<file path="config.mk">
export PLATFORM = sky130hd
export DESIGN_NAME = rsp_serializer
export DESIGN_NICKNAME = d
export VERILOG_FILES = /design/src/rtl/rsp_ser_pkg.sv /design/src/rtl/rsp_lvl_edge.sv /design/src/rtl/rsp_crc.sv /design/src/rtl/rsp_serializer.sv
export SDC_FILE = /design/constraint.sdc
export NUM_CORES = 1
export LEC_CHECK = 0
export ABC_AREA = 1
export BUFFER_PORTS_ARGS = -buffer_cell sky130_fd_sc_hd__buf_2
export CAP_MARGIN = 15
export CORE_MARGIN = 5
export CORE_UTILIZATION = 55
export DETAILED_ROUTE_END_ITERATION = 7
export GPL_TIMING_DRIVEN = 0
export PLACE_DENSITY_LB_ADDON = 0.25
export SLEW_MARGIN = 15
export SYNTH_ARGS = -nofsm -noshare
export SYNTH_HDL_FRONTEND = slang
export SYNTH_HIERARCHICAL = 1
export SYNTH_SLANG_ARGS = --single-unit
</file>
<file path="constraint.sdc">
create_clock -name clk -period 1.2 [get_ports clk]
set_input_delay 0.06 -clock clk [delete_from_list [all_inputs] [get_ports clk]]
set_output_delay 0.06 -clock clk [all_outputs]
set_load 0.01 [all_outputs]
</file>
<file path="src/rtl/rsp_ser_pkg.sv">
package rsp_ser_pkg;
    typedef enum logic [1:0] {
        LVL_IDLE = 2'b00,
        LVL_HIGH = 2'b01,
        LVL_LOW  = 2'b10,
        LVL_HIGH_ALT = 2'b11
    } bus_lvl_e;

    function automatic logic lvl_is_high(input logic [1:0] l);
        return (l == LVL_HIGH) || (l == LVL_HIGH_ALT);
    endfunction
endpackage

</file>
<file path="src/rtl/rsp_lvl_edge.sv">
module rsp_lvl_edge
    import rsp_ser_pkg::*;
(
    input  logic       clk,
    input  logic       rst_n,
    input  logic [1:0] lvl_i,
    output logic       start_o,
    output logic       fall_o,
    output logic       idle_o
);
    typedef struct packed {
        logic [1:0] lvl;
    } edge_st_t;

    edge_st_t st_d, st_q;

    always_comb begin
        st_d     = st_q;
        st_d.lvl = lvl_i;
        idle_o   = (lvl_i == LVL_IDLE);
        start_o  = (st_q.lvl == LVL_IDLE) && (lvl_i != LVL_IDLE);
        fall_o   = lvl_is_high(st_q.lvl) && (lvl_i == LVL_LOW);
    end

    always_ff @(posedge clk or negedge rst_n) begin
        if (!rst_n) st_q <= '{lvl: LVL_IDLE};
        else        st_q <= st_d;
    end


    excl_evt_chk: assert property (@(posedge clk) disable iff (!rst_n)
        !(start_o && fall_o));
endmodule

</file>
<file path="src/rtl/rsp_crc.sv">
module rsp_crc #(
    parameter int          LONG_DW  = 16,
    parameter int          SHORT_DW = 8,
    parameter int          CRC_W    = 4,
    parameter logic [3:0]  POLY     = 4'h3,
    parameter logic [3:0]  SEED     = 4'hA
) (
    input  logic [LONG_DW-1:0] data_i,
    input  logic               long_i,
    output logic [CRC_W-1:0]   crc_o
);
    logic [CRC_W-1:0] c;
    logic             fb;

    always_comb begin
        c  = SEED[CRC_W-1:0];
        fb = 1'b0;
        for (int i = LONG_DW - 1; i >= 0; i--) begin
            if (long_i || (i < SHORT_DW)) begin
                fb = c[CRC_W-1] ^ data_i[i];
                c  = {c[CRC_W-2:0], 1'b0};
                if (fb) c = c ^ POLY[CRC_W-1:0];
            end
        end
        crc_o = c;
    end
endmodule

</file>
<file path="src/rtl/rsp_serializer.sv">
module rsp_serializer
    import rsp_ser_pkg::*;
#(
    parameter int         LONG_DW  = 16,
    parameter int         SHORT_DW = 8,
    parameter int         CRC_W    = 4,
    parameter logic [3:0] CRC_POLY = 4'h3,
    parameter logic [3:0] CRC_SEED = 4'hA
) (
    input  logic               clk,
    input  logic               rst_n,
    input  logic [1:0]         bus_lvl,
    input  logic               rsp_valid,
    input  logic               rsp_long,
    input  logic [LONG_DW-1:0] rsp_data,
    output logic               load_en
);
    localparam int WORD_W  = LONG_DW + CRC_W;
    localparam int SHORT_W = SHORT_DW + CRC_W;
    localparam int PAD_W   = WORD_W - SHORT_W;
    localparam int CNT_W   = $clog2(WORD_W + 1);

    typedef struct packed {
        logic              arm_vld;
        logic [WORD_W-1:0] arm_word;
        logic [CNT_W-1:0]  arm_len;
        logic [WORD_W-1:0] sh;
        logic [CNT_W-1:0]  cnt;
        logic              drv;
    } ser_st_t;

    ser_st_t st_d, st_q;

    logic             start_w, fall_w, idle_w;
    logic [CRC_W-1:0] crc_w;
    logic [WORD_W-1:0] word_w;

    rsp_lvl_edge u_edge (
        .clk    (clk),
        .rst_n  (rst_n),
        .lvl_i  (bus_lvl),
        .start_o(start_w),
        .fall_o (fall_w),
        .idle_o (idle_w)
    );

    rsp_crc #(
        .LONG_DW (LONG_DW),
        .SHORT_DW(SHORT_DW),
        .CRC_W   (CRC_W),
        .POLY    (CRC_POLY),
        .SEED    (CRC_SEED)
    ) u_crc (
        .data_i(rsp_data),
        .long_i(rsp_long),
        .crc_o (crc_w)
    );

    generate
        if (PAD_W > 0) begin : g_pad
            assign word_w = rsp_long ? {rsp_data, crc_w}
                                     : {rsp_data[SHORT_DW-1:0], crc_w, {PAD_W{1'b0}}};
        end else begin : g_nopad
            assign word_w = {rsp_data, crc_w};
        end
    endgenerate

    always_comb begin
        st_d = st_q;
        if (start_w) begin
            st_d.sh      = st_q.arm_word;
            st_d.cnt     = st_q.arm_vld ? st_q.arm_len : '0;
            st_d.arm_vld = 1'b0;
            st_d.drv     = 1'b0;
        end
        if (rsp_valid) begin
            st_d.arm_vld  = 1'b1;
            st_d.arm_word = word_w;
            st_d.arm_len  = rsp_long ? CNT_W'(WORD_W) : CNT_W'(SHORT_W);
        end
        if (fall_w) begin
            if (st_q.cnt != '0) begin
                st_d.drv = st_q.sh[WORD_W-1];
                st_d.sh  = st_q.sh << 1;
                st_d.cnt = st_q.cnt - 1'b1;
            end else begin
                st_d.drv = 1'b0;
            end
        end
        if (idle_w) begin
            st_d.drv = 1'b0;
            st_d.cnt = '0;
        end
    end

    always_ff @(posedge clk or negedge rst_n) begin
        if (!rst_n) st_q <= '0;
        else        st_q <= st_d;
    end

    assign load_en = st_q.drv && (bus_lvl != LVL_IDLE);


    idle_clears_chk: assert property (@(posedge clk) disable iff (!rst_n)
        idle_w |=> !st_q.drv);

    hold_between_falls_chk: assert property (@(posedge clk) disable iff (!rst_n)
        (!fall_w && !idle_w) |=> $stable(st_q.drv));

    extra_bits_zero_chk: assert property (@(posedge clk) disable iff (!rst_n)
        (fall_w && st_q.cnt == '0) |=> !st_q.drv);

    arm_consumed_chk: assert property (@(posedge clk) disable iff (!rst_n)
        (start_w && !rsp_valid) |=> !st_q.arm_vld);

    cnt_bound_chk: assert property (@(posedge clk) disable iff (!rst_n)
        (int'(st_q.cnt) <= WORD_W));
endmodule

</file>
## After elaboration in Yosys (flattened, before gate mapping)

Cells that the tools add are included.

- Logic and storage cells: 85
- Register bits: 54

- Mux-type cells: 34
- $add $sub $neg: 1
- Reductions and logical operators: 10
- Bitwise logic cells: 30
- Eq/ne operators: 3

Operator list:

| cell | count |
|---|---|
| $mux W26 | 3 |
| $mux W2 | 16 |
| $mux W4 | 8 |
| $not A2 Y2 | 15 |
| $mux W25 | 1 |
| $mux W20 | 1 |
| $xor A1 B1 Y1 | 15 |
| $mux W5 | 2 |
| $mux W6 | 1 |
| $reduce_bool A5 Y1 | 1 |
| $sub A5 B1 Y5 const B | 1 |
| $eq A2 B2 Y1 const B | 2 |
| $logic_not A2 Y1 | 2 |
| $reduce_bool A2 Y1 | 2 |
| $logic_and A1 B1 Y1 | 3 |
| $reduce_bool A3 Y1 | 1 |
| $eq A2 B1 Y1 const B | 1 |
| $mux W1 | 2 |
| $logic_or A1 B1 Y1 | 1 |

## Logic depth before layout (Yosys ltp)

Gate-level depths: netlist of run 1.

- Word-level depth: 41
- Gate-level depth with buffers: 20
- Gate-level depth less buffers: 20

## Cells and area by module

The synthesis of run 1 kept the hierarchy.

By module, submodules not included:

| module | times used | area each (um2) | cells each |
|---|---|---|---|
| rsp_serializer | 1 | 2423.6 | 288 |
| rsp_crc | 1 | 770.7 | 118 |
| rsp_lvl_edge | 1 | 81.3 | 9 |

## Least setup slack after synthesis of run 1

OpenSTA, ideal clock, no wires.

- Path type: input-to-reg
- Start: input port rsp_data[14]
- End: register st_q[42] (netlist bit)
- Cell stages on the path: 15
- Path slack: -632 ps
- Setup time: 129 ps
- Arrival: 1703 ps
- Path through: ha_1 -> inv_1 -> nand2_2 -> nand3_4 -> nand2_4 -> nand2_4 -> nand2_4 -> nand4_2 -> nand2_2 -> xor2_2 -> xor2_1 -> xor2_1 -> inv_1 -> inv_1 -> o221ai_2

- Longest elaborated chain between the ends: 22
- Elaborated cells between the ends (all ways): 39
- Those cells by class: mux: 20; bitwise: 19

RTL lines:

| element | RTL line | text |
|---|---|---|
| from (decl) | rsp_serializer.sv:15 | `input logic [LONG_DW-1:0] rsp_data,` |
| $xor A1 B1 Y1 * | rsp_crc.sv:20 | `fb = c[CRC_W-1] ^ data_i[i];` |
| $mux W2 * | rsp_crc.sv:22 | `if (fb) c = c ^ POLY[CRC_W-1:0];` |
| $mux W4 * (3 in series) | rsp_crc.sv:19 | `if (long_i \|\| (i < SHORT_DW)) begin` |
| $xor A1 B1 Y1 / $mux W4 (equally long branches) | rsp_crc.sv:20, rsp_crc.sv:19 |  |
| $mux W2 / $mux W4 (equally long branches) | rsp_crc.sv:22, rsp_crc.sv:19 |  |
| $mux W4 * | rsp_crc.sv:19 |  |
| $not A2 Y2 (no line) / $xor A1 B1 Y1 (equally long branches) | - |  |
| $mux W2 | rsp_crc.sv:22 |  |
| [... 5 more ...] | - |  |
| $not A2 Y2 (no line) / $xor A1 B1 Y1 (equally long branches) | - |  |
| $mux W2 | rsp_crc.sv:22 |  |
| $xor A1 B1 Y1 / $not A2 Y2 (equally long branches) | - |  |
| $mux W2 | rsp_crc.sv:22 |  |
| $not A2 Y2 (no line) / $xor A1 B1 Y1 (equally long branches) | - |  |
| $mux W2 * | rsp_crc.sv:22 |  |
| net crc_w[3] | rsp_serializer.sv:35 | `logic [CRC_W-1:0] crc_w;` |
| $mux W20 * | rsp_serializer.sv:61 | `assign word_w = rsp_long ? {rsp_data, crc_w}` |
| to (signal assigned) | rsp_serializer.sv:98 | `else st_q <= st_d;` |
| to (decl) | rsp_serializer.sv:32 | `ser_st_t st_d, st_q;` |

Mark *: on every way through the listed nets, which the timed path passes. The rest lies on a longest branch.
A chain may end at the register's enable or synchronous reset.

## Worst setup path after layout of run 1

- Start: input port rsp_long
- End: register st_q[39] (netlist bit)

- Longest elaborated chain between the ends: 23
- Elaborated cells between the ends (all ways): 42
- Those cells by class: mux: 21; bitwise: 21

RTL lines:

| element | RTL line | text |
|---|---|---|
| from (decl) | rsp_serializer.sv:14 | `input logic rsp_long,` |
| $mux W4 | rsp_crc.sv:19 |  |
| $xor A1 B1 Y1 (tied with other cells) | rsp_crc.sv:20 |  |
| $mux W2 (tied with other cells) | rsp_crc.sv:22 |  |
| $mux W4 (tied with other cells) (3 in series) | rsp_crc.sv:19 |  |
| $xor A1 B1 Y1 (tied with other cells) | rsp_crc.sv:20 |  |
| $mux W2 / $mux W4 (equally long branches) | rsp_crc.sv:22, rsp_crc.sv:19 |  |
| $mux W4 | rsp_crc.sv:19 |  |
| $mux W4 (tied with other cells) (2 in series) | rsp_crc.sv:19 |  |
| [... 6 more ...] | - |  |
| $mux W2 | rsp_crc.sv:22 |  |
| $not A2 Y2 (no line) / $xor A1 B1 Y1 (equally long branches) | - |  |
| $mux W2 * | rsp_crc.sv:22 |  |
| $xor A1 B1 Y1 * | rsp_crc.sv:20 |  |
| net u_crc.fb | rsp_crc.sv:13 | `logic fb;` |
| $mux W2 * | rsp_crc.sv:22 |  |
| net crc_w[0] | rsp_serializer.sv:35 |  |
| $mux W20 * | rsp_serializer.sv:61 |  |

Marks and branches as above.

==> results.cfg, run 1 <==
[outcome]
status = finished, violations left
violations = setup timing

[timing]
timing.final.ws_setup_ns = -0.5313
period_needed_ns = 1.731
worst-slew-pin-transition_ns = 0.6540
tns_ns = -9.425
setup_viol = 35
drv_slew = 0
fmax_ghz = 0.5776
finClkSkew_ns = 0.005319
slew_headroom = 0.5640
final-hold-violation-count = 0
fin_crit_sh = 1.443
rsz0062_at_grt = true

[routing]
routedWlPerCell_um = 17.30
avgViaCountPerCell = 5.589
dr.pass1.iters = 5
drt_iter0_drc = 275
wl_um = 9549
vias = 3085
drc_errors = 0
ant_nets = 0

[clocking]
clk_latency_ns = 0.31
cts.sinks = 52
numCtsBuffers = 5
cts_tree = built
htreeDepth = 2
root_buffer = clkbuf_8
clk_pin_slew_worst_paths_ns = 0.10
clock_path_buffers = 2

[synth]
ys_types = 39
syn_area_um2 = 3276
synth-xor-area-share = 0.04622
syn_nets = 439
synth-simple-area-share = 0.3052
synth.top_cells.by_area = dfrtp_1, nand2_1, inv_1, o21ai_0, nand3_1
syn_area_per_cell_um2 = 7.893
synth_compound_area_frac = 0.1318
synthArstFlopShare = 1.000
synth_top_family_by_area = simple AND/OR/NAND/NOR gates
synth.area.mux_share = 0
ys_warn_count = 6
synth_adder_area_share = 0.007639
yosys.area.top_type_share = 0.3972
synth.ff_latch_count = 52
synthCells = 415
synth.largest_area_cell = dfrtp_1
ys.flop_type = dfrtp_1
synth-edff-count = 0
ys_seq_area_frac = 0.3972

[final_layout]
fillers = 377
synthToLayoutAreaGrowth_pct = 40.57
final_core_util = 0.7870
n_antenna_cell = 0
finalNetCount = 500
layout-drive-gt1-share = 0.4696
fin_cells = 552

[critical_path]
cp.required_ns = 1.40
r2r_cells = 10
path_class = in -> reg
arrival_ns = 1.93
crit_path_max_incr_delay_ns = 0.27
crit_path_frequent_cell = nand2_4
critPathCaptureType = register
crit_slowest_cell = ha_4
path_cells = buf_8 > ha_4 > inv_2 > nand2_4 > nand3_4 > nand2_4 > nand2_4 > nand2_2 > nand3_2 > nand2_4 > nand3_4 > xor3_1 > nand2_1 > nand2_2 > buf_6 > buf_6 > inv_4 > o221ai_2
critPathMaxFanout = 5
start_kind = input port

[power]
p_leak_uw = 0.002254
peakVddDrop_v = 0.001177
totalPowerFinal_uw = 5604
powerDensity_nw_per_um2 = 1217

[global_route]
antenna_found_initial = 0
grtUsageTotal = 0.2350
grt_pass1_wl_um = 14070
grt_max_degree = 53
gr-total-overflow = 0
grt_pass1_vias = 2996

[die]
die_h_um = 87.18
io-pin-count = 23
start_util = 0.5599
rows = 28
coreArea_um2 = 5851
die_x_um = 87.18
die_area_um2 = 7599

[placement]
gp_congestion = 0.8680
dpl_worst_slack_ns = -0.9145
placed_cells = 512
port_buffers = 22
hpwl_um = 5213

[min_path]
holdPathStages = 3
worstHoldPathType = in -> reg

[job]
drv_cap = 0
registers in the layout (all words and copies together), names as in the netlist:
signal and cells:
st_q 50, u_edge/st_q 2
layout make-up:
class                           instances  area (um^2)  area share
Sequential cell                        52         1301      0.2826
Tap cell                               75        93.84     0.02038
Buffer                                 15        157.7     0.03424
Clock inverter                          3        42.54    0.009239
Clock buffer                            5        68.82     0.01495
Multi-Input combinational cell        282         2173      0.4720
Inverter                               66        257.7     0.05598
Timing Repair Buffer                   54        509.2      0.1106
layout by cell type (no fill, tap or decap), types with 4 or more instances in the layout:
master         instances
buf_2                 20
nand3_2               16
o21ai_1               18
nand4_1                8
o221ai_2               4
inv_1                 53
inv_2                  9
nand2_1               76
nor2_1                11
clkbuf_8               6
o21ai_0                6
nand3_4               11
o21ai_2               24
dlygate4sd3_1          5
nand2_2               39
nand2_4               21
o211ai_2               8
buf_6                 20
buf_8                  9
nand3_1                9
buf_4                  9
dfrtp_1               52
cell families (layout without fill, tap and decap cells):
kind of cell             after synthesis  after routing
buffers and inverters                 82            143
AO/OA/AOI/OAI                         67             67
AND/OR/NAND/NOR                      202            203
flip-flops                            52             52
adder cells (fa/ha/maj)                2              2
XOR/XNOR                              10             10
metrics by stage:
stage / hold WS [ns] / cell area (um^2)
3_3_place_gp: 0.2171 / 3555
3_5_place_dp: 0.2233 / 3555
5_1_grt: 0.03117 / 4604
2_1_floorplan: -0.2356 / 3351
4_1_cts: 0.01550 / 4119
6_report: 0.02074 / 4604
power by group:
part	switching (uW)	internal (uW)
registers	186	2040
logic	1250	891
clock network	623	618
total	2060	3550
per-layer routing:
layer  up-vias  part of all wire  global-route usage
li1       1452                 -                   -
met3        45             0.050             0.03595
met5         -                 0                   0
met1      1466              0.39              0.2937
met2       122              0.52              0.4044
met4         0             0.047             0.09763
synthesized netlist by cell type, types with 3 or more instances:
master,n
nand2_4,5
o21ai_1,3
dfrtp_1,52
nand3_2,7
nand3_4,3
nand4_1,8
o211ai_2,8
nor2_2,4
a21oi_1,4
buf_2,4
nand3_1,26
inv_2,3
buf_4,5
buf_6,3
nor2_1,12
inv_1,62
o21ai_0,45
nand2_2,8
xnor3_1,3
xor2_1,4
nand2_1,124
final timing paths:
kind	start	to	slack [ns]
worst max-delay path	rsp_long	st_q[39]	-0.53
worst min-delay path	rsp_data[13]	st_q[48]	0.02
worst max register to register	u_edge/st_q[0]	st_q[4]	-0.27
worst min register to register	st_q[28]	st_q[28]	0.46
max in group asynchronous	rst_n	st_q[2]	0.45
min in group asynchronous	rst_n	st_q[18]	0.32
repair_timing:
action / CTS / global route
hold buffers: 4 / 1
setup buffers: 11 / 12
hold endpoints to repair: 4 / 52
gates resized for setup: 101 / 116
cloned: 10 / 0
pin swaps: 39 / 42
endpoints found under the setup margin: 35 / 35
critical path: cells and delay by family:
kind	cells	cell delay, ns
AND/OR/NAND/NOR	10	0.87
buffers and inverters	5	0.41
adder cells (fa/ha/maj)	1	0.27
XOR/XNOR	1	0.21
AO/OA/AOI/OAI	1	0.08
Power figures use the tool's default switching activity.
==> run 2, diff against run 1 <==
Settings changed: CORE_UTILIZATION 55 to 54, SYNTH_HIERARCHICAL 1 to default.
==> run 2 against run 1 <==
  * The flow finishes with violations (hold timing, setup timing)
  * Maximum frequency increased by 0.36%
  * Clock skew increased by 0.0034 ns
  * Final area decreased by 12%
  * Critical path type is now reg -> reg
  * Highest routed layer unchanged
==> results.cfg, run 2 <==
[die]
die_area_um2 = 7454
die_h_um = 86.34
coreArea_um2 = 5574
io-pin-count = 23
rows = 27
start_util = 0.5645
die_x_um = 86.34

[routing]
ant_nets = 0
routedWlPerCell_um = 15.21
wl_um = 7983
vias = 2906
avgViaCountPerCell = 5.535
drt_iter0_drc = 121
dr.pass1.iters = 4
drc_errors = 0

[global_route]
grtUsageTotal = 0.2244
gr-total-overflow = 0
grtUsageMet2 = 0.3971
gr-usage-met3 = 0.03327
grt_pass1_wl_um = 13610
met1_usage = 0.2790
busiest_layer = met2
grt_pass1_vias = 2889
antenna_found_initial = 0
grt_max_degree = 53

[power]
p_leak_uw = 0.002031
powerDensity_nw_per_um2 = 1297
peakVddDrop_v = 0.0009442

[timing]
hold_ws_ns = -0.001434
timing.final.ws_setup_ns = -0.5250
setup_viol = 35
worst-slew-pin-transition_ns = 0.6496
finClkSkew_ns = 0.008688
final-hold-violation-count = 1
rsz0062_at_grt = true
fmax_ghz = 0.5797
drv_slew = 0
period_needed_ns = 1.725
fin_crit_sh = 1.438
slew_headroom = 0.5669
tns_ns = -15.54

[synth]
synth.top_cells.by_area = dfrtp_1, nand2_1, inv_1, nand3_1, nand3_2
ys.flop_type = dfrtp_1
syn_area_per_cell_um2 = 7.828
synthArstFlopShare = 1.000
synth-edff-count = 0
yosys.area.top_type_share = 0.4135
synthCells = 402
synth.largest_area_cell = dfrtp_1
synthMostInstantiatedCell = nand2_1
ys_seq_area_frac = 0.4135
syn_area_um2 = 3147
synth_common_cells = nand2_1, inv_1, dfrtp_1, nand3_1, o21ai_0
syn_nets = 426
ys_types = 35
synth.ff_latch_count = 52
ys_warn_count = 0

[critical_path]
arrival_ns = 1.93
path_class = reg -> reg
cp.required_ns = 1.41
start_kind = register
cp-startpoint = st_q[2]
critPathCaptureType = register
reg2reg_from = st_q[2]
critPathMaxFanout = 7

[clocking]
cts_tree = built
clock_path_buffers = 2
root_buffer = clkbuf_8
htreeDepth = 2
cts.sinks = 52
numCtsBuffers = 5
clk_latency_ns = 0.30
clk_pin_slew_worst_paths_ns = 0.09

[placement]
place_area_um2 = 3483
gp_congestion = 0.8442
placed_cells = 496
hpwl_um = 5356
port_buffers = 22
dpl_worst_slack_ns = -0.8025

[final_layout]
design_area_um2 = 4073
fillers = 419
multiInputGateArea_um2 = 1842
largest_register_ffs = 50
finalNetCount = 476
ff_latch_area_um2 = 1301
n_antenna_cell = 0
layout_commonest_cell = nand2_1
synthToLayoutAreaGrowth_pct = 29.42
top_regs = st_q x50, u_edge.st_q x2
top_register = st_q
layout-drive-gt1-share = 0.3333
final_core_util = 0.7306
fin_cells = 525
final_cell_mix = nand2_1, inv_1, dfrtp_1

[outcome]
status = finished, violations left
violations = hold timing, setup timing

[min_path]
hp-start = rsp_data[14]
worstHoldPathType = in -> reg

[job]
drv_cap = 0
==> run 2: changes by cell type after synthesis, moves of 7 or more <==
cell,before,now
clkbuf_1,2,9
nand2_2,8,18
inv_1,62,69
nand3_1,26,45
o21ai_0,45,23
o22ai_1,0,14
o211ai_2,8,0
nand2_1,124,81
nor2_1,12,19
==> run 2: area by class of cell <==
cell class,instances,share of cell area
plain buffers,14,0.03041
clock buffers,5,0.01690
inverters,74,0.07127
clock inverters,3,0.01045
well taps,72,0.02212
multi-input cells,262,0.4522
flip-flops and latches,52,0.3195
repair buffers,43,0.07711
==> run 2: through the flow <==
step	hold slack [ns]	power, uW
detailed placement	0.2126	3703
CTS	0.003444	5162
global route	0.006168	5621
global placement	0.2106	3638
finish	-0.001434	5281
floorplan	-0.2356	3346
==> run 2: power by group <==
group	total (uW)	switching (uW)	internal, uW
Clock	1180	565	617
Sequential	2270	187	2090
Combinational	1820	1040	785
Total	5280	1790	3490
==> run 2: metal layers <==
layer | wire length [um] | share of wire
met1 | 3380 | 0.42
met2 | 4173 | 0.52
met3 | 321 | 0.040
met4 | 108 | 0.014
met5 | 0 | 0
==> run 2: repair_timing <==
item	4_1_cts	5_1_grt
hold buffers	2	1
cloned	2	0
endpoints found under the hold margin	2	52
pin swaps	44	26
buffers inserted	13	3
resized for setup	52	21
setup endpoints to repair	42	35
==> run 2: final timing paths <==
check	end	slack, ns	cells after the start
worst min-delay path	st_q[49]	-0.001	3
worst max register to register	st_q[3]	-0.53	11
max in group asynchronous	st_q[4]	0.45	2
min in group asynchronous	st_q[21]	0.32	2
worst min register to register	st_q[32]	0.51	2
worst max-delay path	st_q[3]	-0.53	11
==> run 2: logic make-up (layout without fill, tap and decap cells) <==
family / Yosys count / after routing / share of synthesized area
and+or+nand+nor: 198 / 198 / 0.3360
buffers and inverters: 88 / 139 / 0.1137
AOI/OAI and AO/OA: 58 / 58 / 0.1177
DFF: 52 / 52 / 0.4135
xor gates and xnor gates: 4 / 4 / 0.01114
adders and majority gates: 2 / 2 / 0.007951
==> run 2: critical path, cell delays in order (launching register included) <==
cell      delay [ns]
dfrtp_1         0.41
inv_2           0.09
ha_4            0.13
nand2_2         0.06
nor2_1          0.09
inv_1           0.06
or2_4           0.25
nand2_8         0.10
inv_8           0.05
a221oi_4        0.19
a311o_1         0.15
inv_1           0.04
==> run 3, diff against run 2 <==
Settings changed: ABC_AREA 1 to default, CORE_UTILIZATION 54 to 53.
==> run 3 against run 2 <==
  * The flow finishes with violations (setup timing)
  * Worst hold slack better by 0.060 ns
  * Register-to-register slack improved by 0.21 ns
  * Maximum frequency grew 13%
  * Final area is 15% lower
  * Non-clock buffer count is 1 higher
  * Clock power up 10%
  * Via count shrank 25%
  * First-iteration DRC count rose by 5.0%
  * Final cell count decreased by 23%
  * Synthesized area down 16%
  * Critical path type unchanged
  * Critical endpoint is now st_q[4]
  * Largest cell class unchanged
==> results.cfg, run 3 <==
[outcome]
status = finished, violations left
violations = setup timing

[power]
powerDensity_nw_per_um2 = 1487
swShare = 0.3014
combPwrFrac = 0.283
p_sw_uw = 1556
p_leak_uw = 0.001518
totalPowerFinal_uw = 5161
power_frac_clock = 0.252
p_int_uw = 3605
peakVddDrop_v = 0.0008228
seqPwrFrac = 0.465

[clocking]
clock_path_buffers = 2
htreeDepth = 2
clk_latency_ns = 0.31
root_buffer = clkbuf_8
numCtsBuffers = 5
cts_tree = built
clk_pin_slew_worst_paths_ns = 0.09
cts.sinks = 52

[final_layout]
top_register = st_q
largest_register_ffs = 50
final_cell_mix = dfrtp_1, nand2_1, nor2_1
finalNetCount = 362
final_core_util = 0.7252
layout_commonest_cell = dfrtp_1
top_regs = st_q x50, u_edge.st_q x2
synthToLayoutAreaGrowth_pct = 30.79
n_antenna_cell = 0
fin_cells = 406
layout-drive-gt1-share = 0.2891

[routing]
dr.pass1.iters = 4
wl_um = 6107
routedWlPerCell_um = 15.04
ant_nets = 0
drt_iter0_drc = 127
vias = 2171
drc_errors = 0
avgViaCountPerCell = 5.347

[synth]
ys_seq_area_frac = 0.4903
synthCells = 289
ys.flop_type = dfrtp_1
synth_common_cells = dfrtp_1, nand2_1, nor2_1, a31oi_1, xnor2_1
synth.largest_area_cell = dfrtp_1
synthMostInstantiatedCell = dfrtp_1
synth-edff-count = 0
synth.ff_latch_count = 52
yosys.area.top_type_share = 0.4903
syn_area_per_cell_um2 = 9.183
syn_nets = 313
synthArstFlopShare = 1.000
synth.top_cells.by_area = dfrtp_1, xnor2_1, nand2_1, nor2_1, a31oi_1
ys_types = 33
ys_warn_count = 0
syn_area_um2 = 2654

[min_path]
worstHoldPathType = in -> reg
holdPathStages = 3
holdPathEnd = st_q[35]
hp-start = rsp_data[0]

[global_route]
antenna_found_initial = 0
grt_pass1_vias = 2247
gr-total-overflow = 0
grtUsageTotal = 0.2048
grt_max_degree = 53
grt_pass1_wl_um = 10360

[timing]
period_needed_ns = 1.520
setup_viol = 30
tns_ns = -6.674
fin_crit_sh = 1.267
worst-slew-pin-transition_ns = 0.6508
slew_headroom = 0.5661
timing.final.ws_setup_ns = -0.3199
fmax_ghz = 0.6579
drv_slew = 0
rsz0062_at_grt = true
final-hold-violation-count = 0
finClkSkew_ns = 0.007956

[critical_path]
r2r_slack_ns = -0.32
reg2reg_to = st_q[4]
path_class = reg -> reg
r2r_cells = 7
critPathCaptureType = register
critPathMaxFanout = 4
reg2reg_from = st_q[4]
start_kind = register
arrival_ns = 1.69
cp.required_ns = 1.37

[die]
coreArea_um2 = 4786
rows = 25
die_area_um2 = 6522
die_x_um = 80.76
die_h_um = 80.76
io-pin-count = 23
start_util = 0.5545

[placement]
hpwl_um = 4048
dpl_worst_slack_ns = -0.5128
placed_cells = 377
port_buffers = 21
gp_congestion = 0.8280

[job]
drv_cap = 0
run 3: cell types whose count changed in the layout (fill, tap and decap cells not counted), moves of 9 or more:
cell,change
nor2_1,+11
mux2i_1,+9
a31oi_1,+19
o21ai_1,-11
o22ai_1,-11
nand3_4,-17
a21oi_1,+11
nand2_1,-21
nand3_1,-25
xnor2_1,+19
inv_1,-56
nand3_2,-11
nand2_2,-27
run 3: area by class of cell:
cell class / count / area, um^2
Clock buffer: 7 / 96.34
Inverter: 10 / 37.54
Sequential cell: 52 / 1303
Buffer: 16 / 140.1
Clock inverter: 1 / 30.03
Tap cell: 67 / 83.83
Multi-Input combinational cell: 211 / 1460
Fill cell: 333 / 1315
Timing Repair Buffer: 42 / 320.3
run 3: critical path, stage by stage (launching register included):
cell	delay (ns)
dfrtp_1	0.47
nor2_2	0.16
nand2_4	0.08
o21ai_4	0.21
buf_6	0.16
nor3_2	0.06
a31oi_4	0.14
a31oi_1	0.10
run 3: cell families (layout without fill, tap and decap cells):
| group | Yosys count | in the layout | synth area share |
|---|---|---|---|
| xor+xnor | 36 | 36 | 0.1301 |
| mux | 12 | 12 | 0.04621 |
| fa+ha+maj | 2 | 2 | 0.009428 |
| compound gates | 52 | 52 | 0.1183 |
| simple gates | 109 | 109 | 0.1683 |
| buf+inv | 26 | 76 | 0.03724 |
| flops | 52 | 52 | 0.4903 |
run 3: per-stage QoR:
stage          hold WS, ns  instance area, um^2
4_1_cts           0.005868                 3328
2_1_floorplan      -0.2356                 2753
3_5_place_dp        0.2035                 2942
6_report           0.05837                 3471
3_3_place_gp        0.2000                 2942
5_1_grt            0.08747                 3471
run 3: worst max-delay path by stage:
stage | startpoint | to | slack [ns]
after floorplan | rsp_data[14] | st_q[32] | -0.27
after global placement | rsp_data[14] | st_q[32] | -0.51
after detailed placement | rsp_data[14] | st_q[32] | -0.51
after CTS | st_q[1] | st_q[4] | -0.22
after global routing | st_q[4] | st_q[4] | -0.39
final | st_q[4] | st_q[4] | -0.32
run 3: per-layer routing:
layer  share of wire  global-route usage  vias to the layer above
li1                -                   -                     1055
met1            0.45              0.2684                     1058
met2            0.49              0.3444                       45
met3           0.032             0.03548                       13
met4           0.020             0.07095                        0
met5               0                   0                        -
run 3: power by group through the flow:
| stage | clock [uW] | combinational (uW) | sequential [uW] |
|---|---|---|---|
| 2_1_floorplan | 0 | 909 | 2300 |
| 4_1_cts | 1320 | 1350 | 2350 |
| 3_5_place_dp | 0 | 1150 | 2360 |
| 6_report | 1300 | 1460 | 2400 |
| 5_1_grt | 1410 | 1620 | 2440 |
| 3_3_place_gp | 0 | 1120 | 2360 |
run 3: repair_timing:
| item | in CTS | in global routing |
|---|---|---|
| endpoints found under the setup margin | 33 | 31 |
| hold buffers | 2 | 1 |
| pin swaps | 12 | 14 |
| endpoints found under the hold margin | 2 | 52 |
| gates cloned | 2 | 0 |
| gates resized for setup | 30 | 31 |
| buffers inserted | 15 | 1 |
